[config.mk]
export PLATFORM = sky130hd
export DESIGN_NAME = halt_wake_ctrl
export DESIGN_NICKNAME = d
export VERILOG_FILES = /design/src/rtl/hwc_pkg.sv /design/src/rtl/hwc_ctl_reg.sv /design/src/rtl/hwc_pin_edge.sv /design/src/rtl/hwc_wake_qual.sv /design/src/rtl/hwc_settle_cnt.sv /design/src/rtl/halt_wake_ctrl.sv
export SDC_FILE = /design/constraint.sdc
export NUM_CORES = 1
export LEC_CHECK = 0
export BUFFER_PORTS_ARGS = -buffer_cell sky130_fd_sc_hd__buf_4
export CORE_MARGIN = 8
export CORE_UTILIZATION = 47
export DETAILED_ROUTE_END_ITERATION = 6
export PLACE_DENSITY = 0.74
export SLEW_MARGIN = 25
export SYNTH_ARGS = -nofsm -noshare
export SYNTH_HDL_FRONTEND = slang
export SYNTH_SLANG_ARGS = --single-unit
[constraint.sdc]
create_clock -name clk -period 2 [get_ports clk]
set_input_delay 0.4 -clock clk [delete_from_list [all_inputs] [get_ports clk]]
set_output_delay 0.4 -clock clk [all_outputs]
set_load 0.01 [all_outputs]
[src/rtl/hwc_pkg.sv]
package hwc_pkg;

    localparam int CTL_W       = 8;
    localparam int CTL_OSC_BIT = 7;
    localparam int CTL_LCD_BIT = 0;
    localparam int ACT_W       = 3;

    typedef enum logic [1:0] {
        ST_RUN    = 2'd0,
        ST_HALT   = 2'd1,
        ST_SETTLE = 2'd2
    } hwc_state_e;

    typedef enum logic [ACT_W-1:0] {
        ACT_NONE = 3'b000,
        ACT_NEXT = 3'b001,
        ACT_IRQ  = 3'b010,
        ACT_WARM = 3'b100
    } hwc_act_e;

    typedef struct packed {
        logic osc_keep;
        logic lcd_keep;
    } hwc_ctl_t;

    function automatic hwc_ctl_t ctl_from_bus(input logic [CTL_W-1:0] d);
        hwc_ctl_t c;
        c.osc_keep = d[CTL_OSC_BIT];
        c.lcd_keep = d[CTL_LCD_BIT];
        return c;
    endfunction

    function automatic logic [CTL_W-1:0] ctl_to_bus(input hwc_ctl_t c);
        logic [CTL_W-1:0] d;
        d = '0;
        d[CTL_OSC_BIT] = c.osc_keep;
        d[CTL_LCD_BIT] = c.lcd_keep;
        return d;
    endfunction

    // Watchdog wins, then interrupt, then port pin.
    function automatic hwc_act_e pick_action(input logic wdt_hit,
                                             input logic irq_hit,
                                             input logic irq_taken);
        if (wdt_hit)
            return ACT_WARM;
        else if (irq_hit && irq_taken)
            return ACT_IRQ;
        else
            return ACT_NEXT;
    endfunction

endpackage

[src/rtl/hwc_ctl_reg.sv]
module hwc_ctl_reg
    import hwc_pkg::*;
(
    input  logic             clk,
    input  logic             rst,
    input  logic             wr,
    input  logic [CTL_W-1:0] wdata,
    output hwc_ctl_t         ctl,
    output logic [CTL_W-1:0] rdata
);
    hwc_ctl_t ctl_q;

    always_ff @(posedge clk) begin
        if (rst)
            ctl_q <= '0;
        else if (wr)
            ctl_q <= ctl_from_bus(wdata);
    end

    assign ctl   = ctl_q;
    assign rdata = ctl_to_bus(ctl_q);
endmodule

[src/rtl/hwc_pin_edge.sv]
module hwc_pin_edge #(
    parameter int N_PINS = 8
) (
    input  logic              clk,
    input  logic              rst,
    input  logic [N_PINS-1:0] pins,
    input  logic [N_PINS-1:0] en,
    output logic [N_PINS-1:0] fall
);
    for (genvar i = 0; i < N_PINS; i++) begin : g_pin
        logic s1, s2, prev;
        always_ff @(posedge clk) begin
            if (rst) begin
                s1   <= 1'b1;
                s2   <= 1'b1;
                prev <= 1'b1;
            end else begin
                s1   <= pins[i];
                s2   <= s1;
                prev <= s2;
            end
        end
        assign fall[i] = en[i] & prev & ~s2;
    end
endmodule

[src/rtl/hwc_wake_qual.sv]
module hwc_wake_qual
    import hwc_pkg::*;
#(
    parameter int N_IRQ = 4
) (
    input  logic             clk,
    input  logic             rst,
    input  logic             capture,
    input  logic [N_IRQ-1:0] irq_req,
    input  logic [N_IRQ-1:0] irq_en,
    input  logic             stack_full,
    input  logic             wdt_ovf,
    input  logic             pin_any,
    output logic             wake,
    output hwc_act_e         act
);
    logic [N_IRQ-1:0] pend_q;
    logic [N_IRQ-1:0] fresh;
    logic             irq_hit;
    logic             irq_taken;

    // Requests present at halt entry are masked until they drop.
    always_ff @(posedge clk) begin
        if (rst)
            pend_q <= '0;
        else if (capture)
            pend_q <= irq_req;
        else
            pend_q <= pend_q & irq_req;
    end

    assign fresh     = irq_req & ~pend_q;
    assign irq_hit   = |fresh;
    assign irq_taken = (|(fresh & irq_en)) & ~stack_full;
    assign wake      = wdt_ovf | irq_hit | pin_any;
    assign act       = pick_action(wdt_ovf, irq_hit, irq_taken);
endmodule

[src/rtl/hwc_settle_cnt.sv]
module hwc_settle_cnt #(
    parameter int SETTLE_CYCLES = 1024
) (
    input  logic clk,
    input  logic rst,
    input  logic run,
    output logic last
);
    localparam int CNT_W = (SETTLE_CYCLES > 2) ? $clog2(SETTLE_CYCLES) : 1;
    localparam logic [CNT_W-1:0] LAST_V = CNT_W'(SETTLE_CYCLES - 1);

    logic [CNT_W-1:0] cnt_q;

    always_ff @(posedge clk) begin
        if (rst || !run)
            cnt_q <= '0;
        else if (cnt_q != LAST_V)
            cnt_q <= cnt_q + 1'b1;
    end

    assign last = run && (cnt_q == LAST_V);
endmodule

[src/rtl/halt_wake_ctrl.sv]
module halt_wake_ctrl
    import hwc_pkg::*;
#(
    parameter int N_PINS        = 8,
    parameter int N_IRQ         = 4,
    parameter int SETTLE_CYCLES = 1024
) (
    input  logic              clk,
    input  logic              rst,
    input  logic              halt_req,
    input  logic              wdt_clr,
    input  logic              ctl_wr,
    input  logic [7:0]        ctl_wdata,
    output logic [7:0]        ctl_rdata,
    input  logic              sysclk_is_lf,
    input  logic              lcd_opt,
    input  logic              wdt_src_ok,
    input  logic [N_PINS-1:0] port_in,
    input  logic [N_PINS-1:0] port_wake_en,
    input  logic [N_IRQ-1:0]  irq_req,
    input  logic [N_IRQ-1:0]  irq_en,
    input  logic              stack_full,
    input  logic              wdt_ovf,
    output logic              halted,
    output logic              cpu_stall,
    output logic              main_clk_en,
    output logic              lcd_clk_en,
    output logic              wdt_clk_en,
    output logic              wdt_restart,
    output logic              pdf,
    output logic              tof,
    output logic [2:0]        resume_act
);
    hwc_state_e        st_q;
    hwc_act_e          act_q;
    hwc_ctl_t          ctl;
    hwc_act_e          wake_act;
    logic [N_PINS-1:0] pin_fall;
    logic              wake;
    logic              capture;
    logic              settle_last;
    logic              pdf_q, tof_q, restart_q;
    logic              in_halt, in_settle;
    logic              keep_osc, keep_lcd;

    hwc_ctl_reg u_ctl (
        .clk   (clk),
        .rst   (rst),
        .wr    (ctl_wr),
        .wdata (ctl_wdata),
        .ctl   (ctl),
        .rdata (ctl_rdata)
    );

    hwc_pin_edge #(.N_PINS(N_PINS)) u_pins (
        .clk  (clk),
        .rst  (rst),
        .pins (port_in),
        .en   (port_wake_en),
        .fall (pin_fall)
    );

    assign in_halt   = (st_q == ST_HALT);
    assign in_settle = (st_q == ST_SETTLE);
    assign capture   = (st_q == ST_RUN) && halt_req;

    hwc_wake_qual #(.N_IRQ(N_IRQ)) u_qual (
        .clk        (clk),
        .rst        (rst),
        .capture    (capture),
        .irq_req    (irq_req),
        .irq_en     (irq_en),
        .stack_full (stack_full),
        .wdt_ovf    (wdt_ovf),
        .pin_any    (|pin_fall),
        .wake       (wake),
        .act        (wake_act)
    );

    hwc_settle_cnt #(.SETTLE_CYCLES(SETTLE_CYCLES)) u_settle (
        .clk  (clk),
        .rst  (rst),
        .run  (in_settle),
        .last (settle_last)
    );

    always_ff @(posedge clk) begin
        if (rst) begin
            st_q      <= ST_RUN;
            act_q     <= ACT_NONE;
            pdf_q     <= 1'b0;
            tof_q     <= 1'b0;
            restart_q <= 1'b0;
        end else begin
            restart_q <= 1'b0;
            unique case (st_q)
                ST_RUN: begin
                    if (halt_req) begin
                        st_q      <= ST_HALT;
                        pdf_q     <= 1'b1;
                        tof_q     <= 1'b0;
                        restart_q <= wdt_src_ok;
                    end else begin
                        if (wdt_clr) pdf_q <= 1'b0;
                        if (wdt_ovf) tof_q <= 1'b1;
                    end
                end
                ST_HALT: begin
                    if (wake) begin
                        st_q  <= ST_SETTLE;
                        act_q <= wake_act;
                    end
                    if (wdt_ovf) tof_q <= 1'b1;
                end
                ST_SETTLE: begin
                    if (settle_last) begin
                        st_q  <= ST_RUN;
                        act_q <= ACT_NONE;
                    end
                    if (wdt_ovf) tof_q <= 1'b1;
                end
                default: st_q <= ST_RUN;
            endcase
        end
    end

    // The register only counts when the main oscillator is the system clock.
    assign keep_osc = ctl.osc_keep & ~sysclk_is_lf;
    assign keep_lcd = keep_osc & ctl.lcd_keep;

    assign halted      = in_halt;
    assign cpu_stall   = in_halt | in_settle;
    assign main_clk_en = in_halt ? keep_osc : 1'b1;
    assign lcd_clk_en  = in_halt ? (keep_lcd | lcd_opt) : 1'b1;
    assign wdt_clk_en  = in_halt ? wdt_src_ok : 1'b1;
    assign wdt_restart = restart_q;
    assign pdf         = pdf_q;
    assign tof         = tof_q;
    assign resume_act  = settle_last ? act_q : ACT_NONE;
endmodule

==> flow_summary_export.csv <==
group,metric,value,unit
power,power_density,793,nW/µm²
sta,min_period,1.89,ns
setup_path,startpoint_type,"flop",
setup_path,end_kind,"primary output",
placement,place_inst,305,
setup_path,cp_slowest_cell,"dfxtp_1",
power,p_sw,0.465,mW
finish,seq_area,963,µm²
setup_path,cp_common_cell,"buf_4",
clock_network,clock-sinks,48,
power,irDropWorstVdd,0.463,mV
finish,final_nets,310,
drt,drt-vias-per-instance,4.88,
clock_network,worstSkewPairLatency,0.30,ns
placement,gp_congestion,0.731,
die,fp.dieArea,6610,µm²
finish,drive_gt1_share,37.1,%
sta,final.setup.tns,0,ns
sta,slew_viol_final,0,
sta,fin_crit_sh,94.6,%
clock_network,numCtsBuffers,5,
sta,rsz0062_at_grt,"false",
global_routing,grt_pass1_vias,1518,
sta,fin_skew,0.00383,ns
sta,final_hold_viol_count,0,
power,internal-power,1.55,mW
job,cap_violations,0,
clock_network,clkSlewWorstSetupHoldPaths,0.09,ns
drt,drt_first_pass_iters,4,
finish,nFillCells,359,
synth,yosysUniqueCellTypes,39,
power,comb_power_share,13.5,%
synth,ys_ff_latch,48,
status,status,"finished clean",
setup_path,critPathKind,"flop to primary output",
global_routing,grt_use_total,12.6,%
die,die_w,81.3,µm
power,p_clk_share,36.1,%
die,placementRows,23,
die,io_pins,61,
setup_path,path_max_fanout,5,
finish,diodes,0,
die,die_y,81.3,µm
global_routing,grt_pass1_wl,6520,µm
global_routing,grt_max_degree,43,
power,power_leakage,1.08,nW
synth,synth_area,2000,µm²
clock_network,clock-root-buffer,"clkbuf_8",
hold_path,min_path_type,"input port to flop",
setup_path,max_stage_delay,0.41,ns
setup_path,crit_chain,"nand3_2, nor3_2, buf_4, and3_1, buf_4",
drt,post_drt_wl_per_cell,12.9,µm
synth,synthCells,210,
synth,yosysWarningCount,0,
placement,io_buffers,48,
placement,hpwl,2920,µm
synth,yosysSeqAreaShare,48.0,%
drt,ant_nets,0,
power,swShare,23.1,%
global_routing,antenna_found_initial,0,
setup_path,cp.arrival,1.49,ns
synth,synth_area_per_cell,9.54,µm²
drt,vias,1531,
drt,routed_wl,4050,µm
sta,finalSetupViolCount,0,
drt,drt_iter0_markers,45,
finish,final_cells,314,
clock_network,clockBufferDepth,2,
power,p_seq_share,50.5,%
finish,area_growth,27.0,%
drt,drc_errors,0,
sta,fmaxAchievable,528,MHz
finish,multi_input_area,958,µm²
die,initial_core_util,49.4,%
clock_network,htreeDepth,2,
clock_network,cts_tree,"done",
die,fp.coreArea,4060,µm²
global_routing,overflow,0,
setup_path,critPathRequiredTime,1.60,ns
## stage by stage
stage / power [mW] / hold WS, ns / setup WS, ns / util (%) / area (µm²)
6_report: 2.02 / 0.278 / 0.107 / 62.7 / 2540
5_1_grt: 2.11 / 0.269 / 0.00288 / 62.7 / 2540
4_1_cts: 2.04 / 0.268 / 0.0127 / 62.1 / 2520
3_5_place_dp: 1.31 / 0.395 / 0.227 / 58.8 / 2390
3_3_place_gp: 1.31 / 0.391 / 0.269 / 58.8 / 2390
2_1_floorplan: 1.20 / 0.389 / 0.240 / - / 2020
## registers in the layout, summed over array words and instances, names as in the netlist
| register | cells |
|---|---|
| u_pins.g_pin.s2 | 8 |
| u_pins.g_pin.prev | 8 |
| u_ctl.ctl | 2 |
| u_pins.g_pin.s1 | 8 |
| st_q | 2 |
| tof | 1 |
| u_qual.pend_q | 4 |
| wdt_restart | 1 |
| act_q | 3 |
| pdf | 1 |
| u_settle.cnt_q | 10 |
## critical path: cells and delay by family (launching register included)
kind                   cells  cell delay (ns)
buffers and inverters      2             0.26
AND/OR/NAND/NOR            3             0.52
flip-flops                 1             0.41
## kinds of logic after synthesis
group | share of synthesized area [%]
compound gates | 9.18
simple gates | 27.4
fa+ha+maj | 3.12
xor+xnor | 2.62
flops | 48.0
mux | 3.00
other cells | 0.187
buf+inv | 6.50
## per-layer routing
layer,vias to the layer above,global-route usage (%),wire (µm)
met4,0,5.54,61
met5,-,0,0
met2,29,21.5,2030
li1,802,-,-
met1,694,13.7,1780
met3,6,4.64,177
## area by class of cell
class	instances	area share [%]
clock buffer	6	3.24
multi-input combinational	146	37.7
sequential	48	37.9
timing repair buffer	55	16.2
tap	50	2.46
inverter	7	1.03
clock inverter	2	1.52
## cells in the mapped netlist
master | number | area share [%]
a211oi_1 | 1 | 0.37
a21oi_1 | 12 | 3.0
a21oi_2 | 1 | 0.44
a221o_1 | 1 | 0.50
a221oi_1 | 1 | 0.44
a22o_1 | 1 | 0.44
a311oi_1 | 1 | 0.44
a31oi_1 | 1 | 0.31
and3_1 | 6 | 1.9
and3_2 | 2 | 0.75
buf_4 | 7 | 2.6
buf_6 | 2 | 1.1
clkbuf_1 | 3 | 0.56
clkbuf_4 | 1 | 0.37
clkdlybuf4s15_1 | 1 | 0.50
conb_1 | 1 | 0.19
dfxtp_1 | 48 | 48
ha_1 | 5 | 3.1
inv_1 | 7 | 1.3
mux2i_1 | 6 | 3.0
nand2_1 | 13 | 2.4
nand2b_1 | 11 | 3.4
nand3_1 | 3 | 0.75
nand3_2 | 1 | 0.50
nand3b_1 | 9 | 3.4
nand4_1 | 2 | 0.62
nor2_1 | 9 | 1.7
nor2b_1 | 3 | 0.94
nor3_1 | 6 | 1.5
nor3b_1 | 4 | 1.5
o2111ai_1 | 2 | 0.87
o211ai_1 | 1 | 0.37
o21ai_0 | 4 | 1.0
o21bai_1 | 1 | 0.37
o22ai_1 | 2 | 0.62
or2_2 | 24 | 7.5
or3_4 | 1 | 0.56
xnor2_1 | 2 | 0.87
xor2_1 | 4 | 1.7
## power groups by stage
stage | registers (mW) | clock network (mW) | logic [mW]
global route | 1.02 | 0.788 | 0.301
finish | 1.02 | 0.728 | 0.272
CTS | 1.02 | 0.748 | 0.274
detailed placement | 1.04 | 0 | 0.273
global placement | 1.04 | 0 | 0.268
floorplan | 1.04 | 0 | 0.165
## cell usage in the layout (no fill, tap or decap), drive strengths merged, types with 2 or more instances in the layout
cell      n
inv       7
clkbuf    6
nand2b   11
dfxtp    48
nand2    13
mux2i     6
o2111ai   2
nand4     2
o21ai     4
nor2b     3
nor2      9
xnor2     2
nand3     4
nand3b    9
and3      8
a21oi    13
nor3b     4
buf      55
xor2      4
o22ai     2
nor3      6
conb      6
or2      24
ha        5
## worst paths after layout
check | start | end | slack (ns) | cells past startpoint
max | u_settle.cnt_q[2]$_SDFFE_PP0P_ | resume_act[2] | 0.11 | 5
min | port_in[0] | u_pins.g_pin[0].s1$_SDFF_PP1_ | 0.28 | 2
max reg2reg | st_q[1]$_SDFFE_PP0P_ | st_q[0]$_SDFFE_PP0P_ | 0.30 | 8
min reg2reg | u_pins.g_pin[5].s1$_SDFF_PP1_ | u_pins.g_pin[5].s2$_SDFF_PP1_ | 0.41 | 1
## what timing repair did
action	4_1_cts	5_1_grt
pin swaps	0	1
gates resized for setup	3	4
setup buffers	0	1
hold buffers	0	0
hold endpoints to repair	0	0
endpoints found under the setup margin	3	3
No activity file was read; power rests on OpenSTA's default activity.
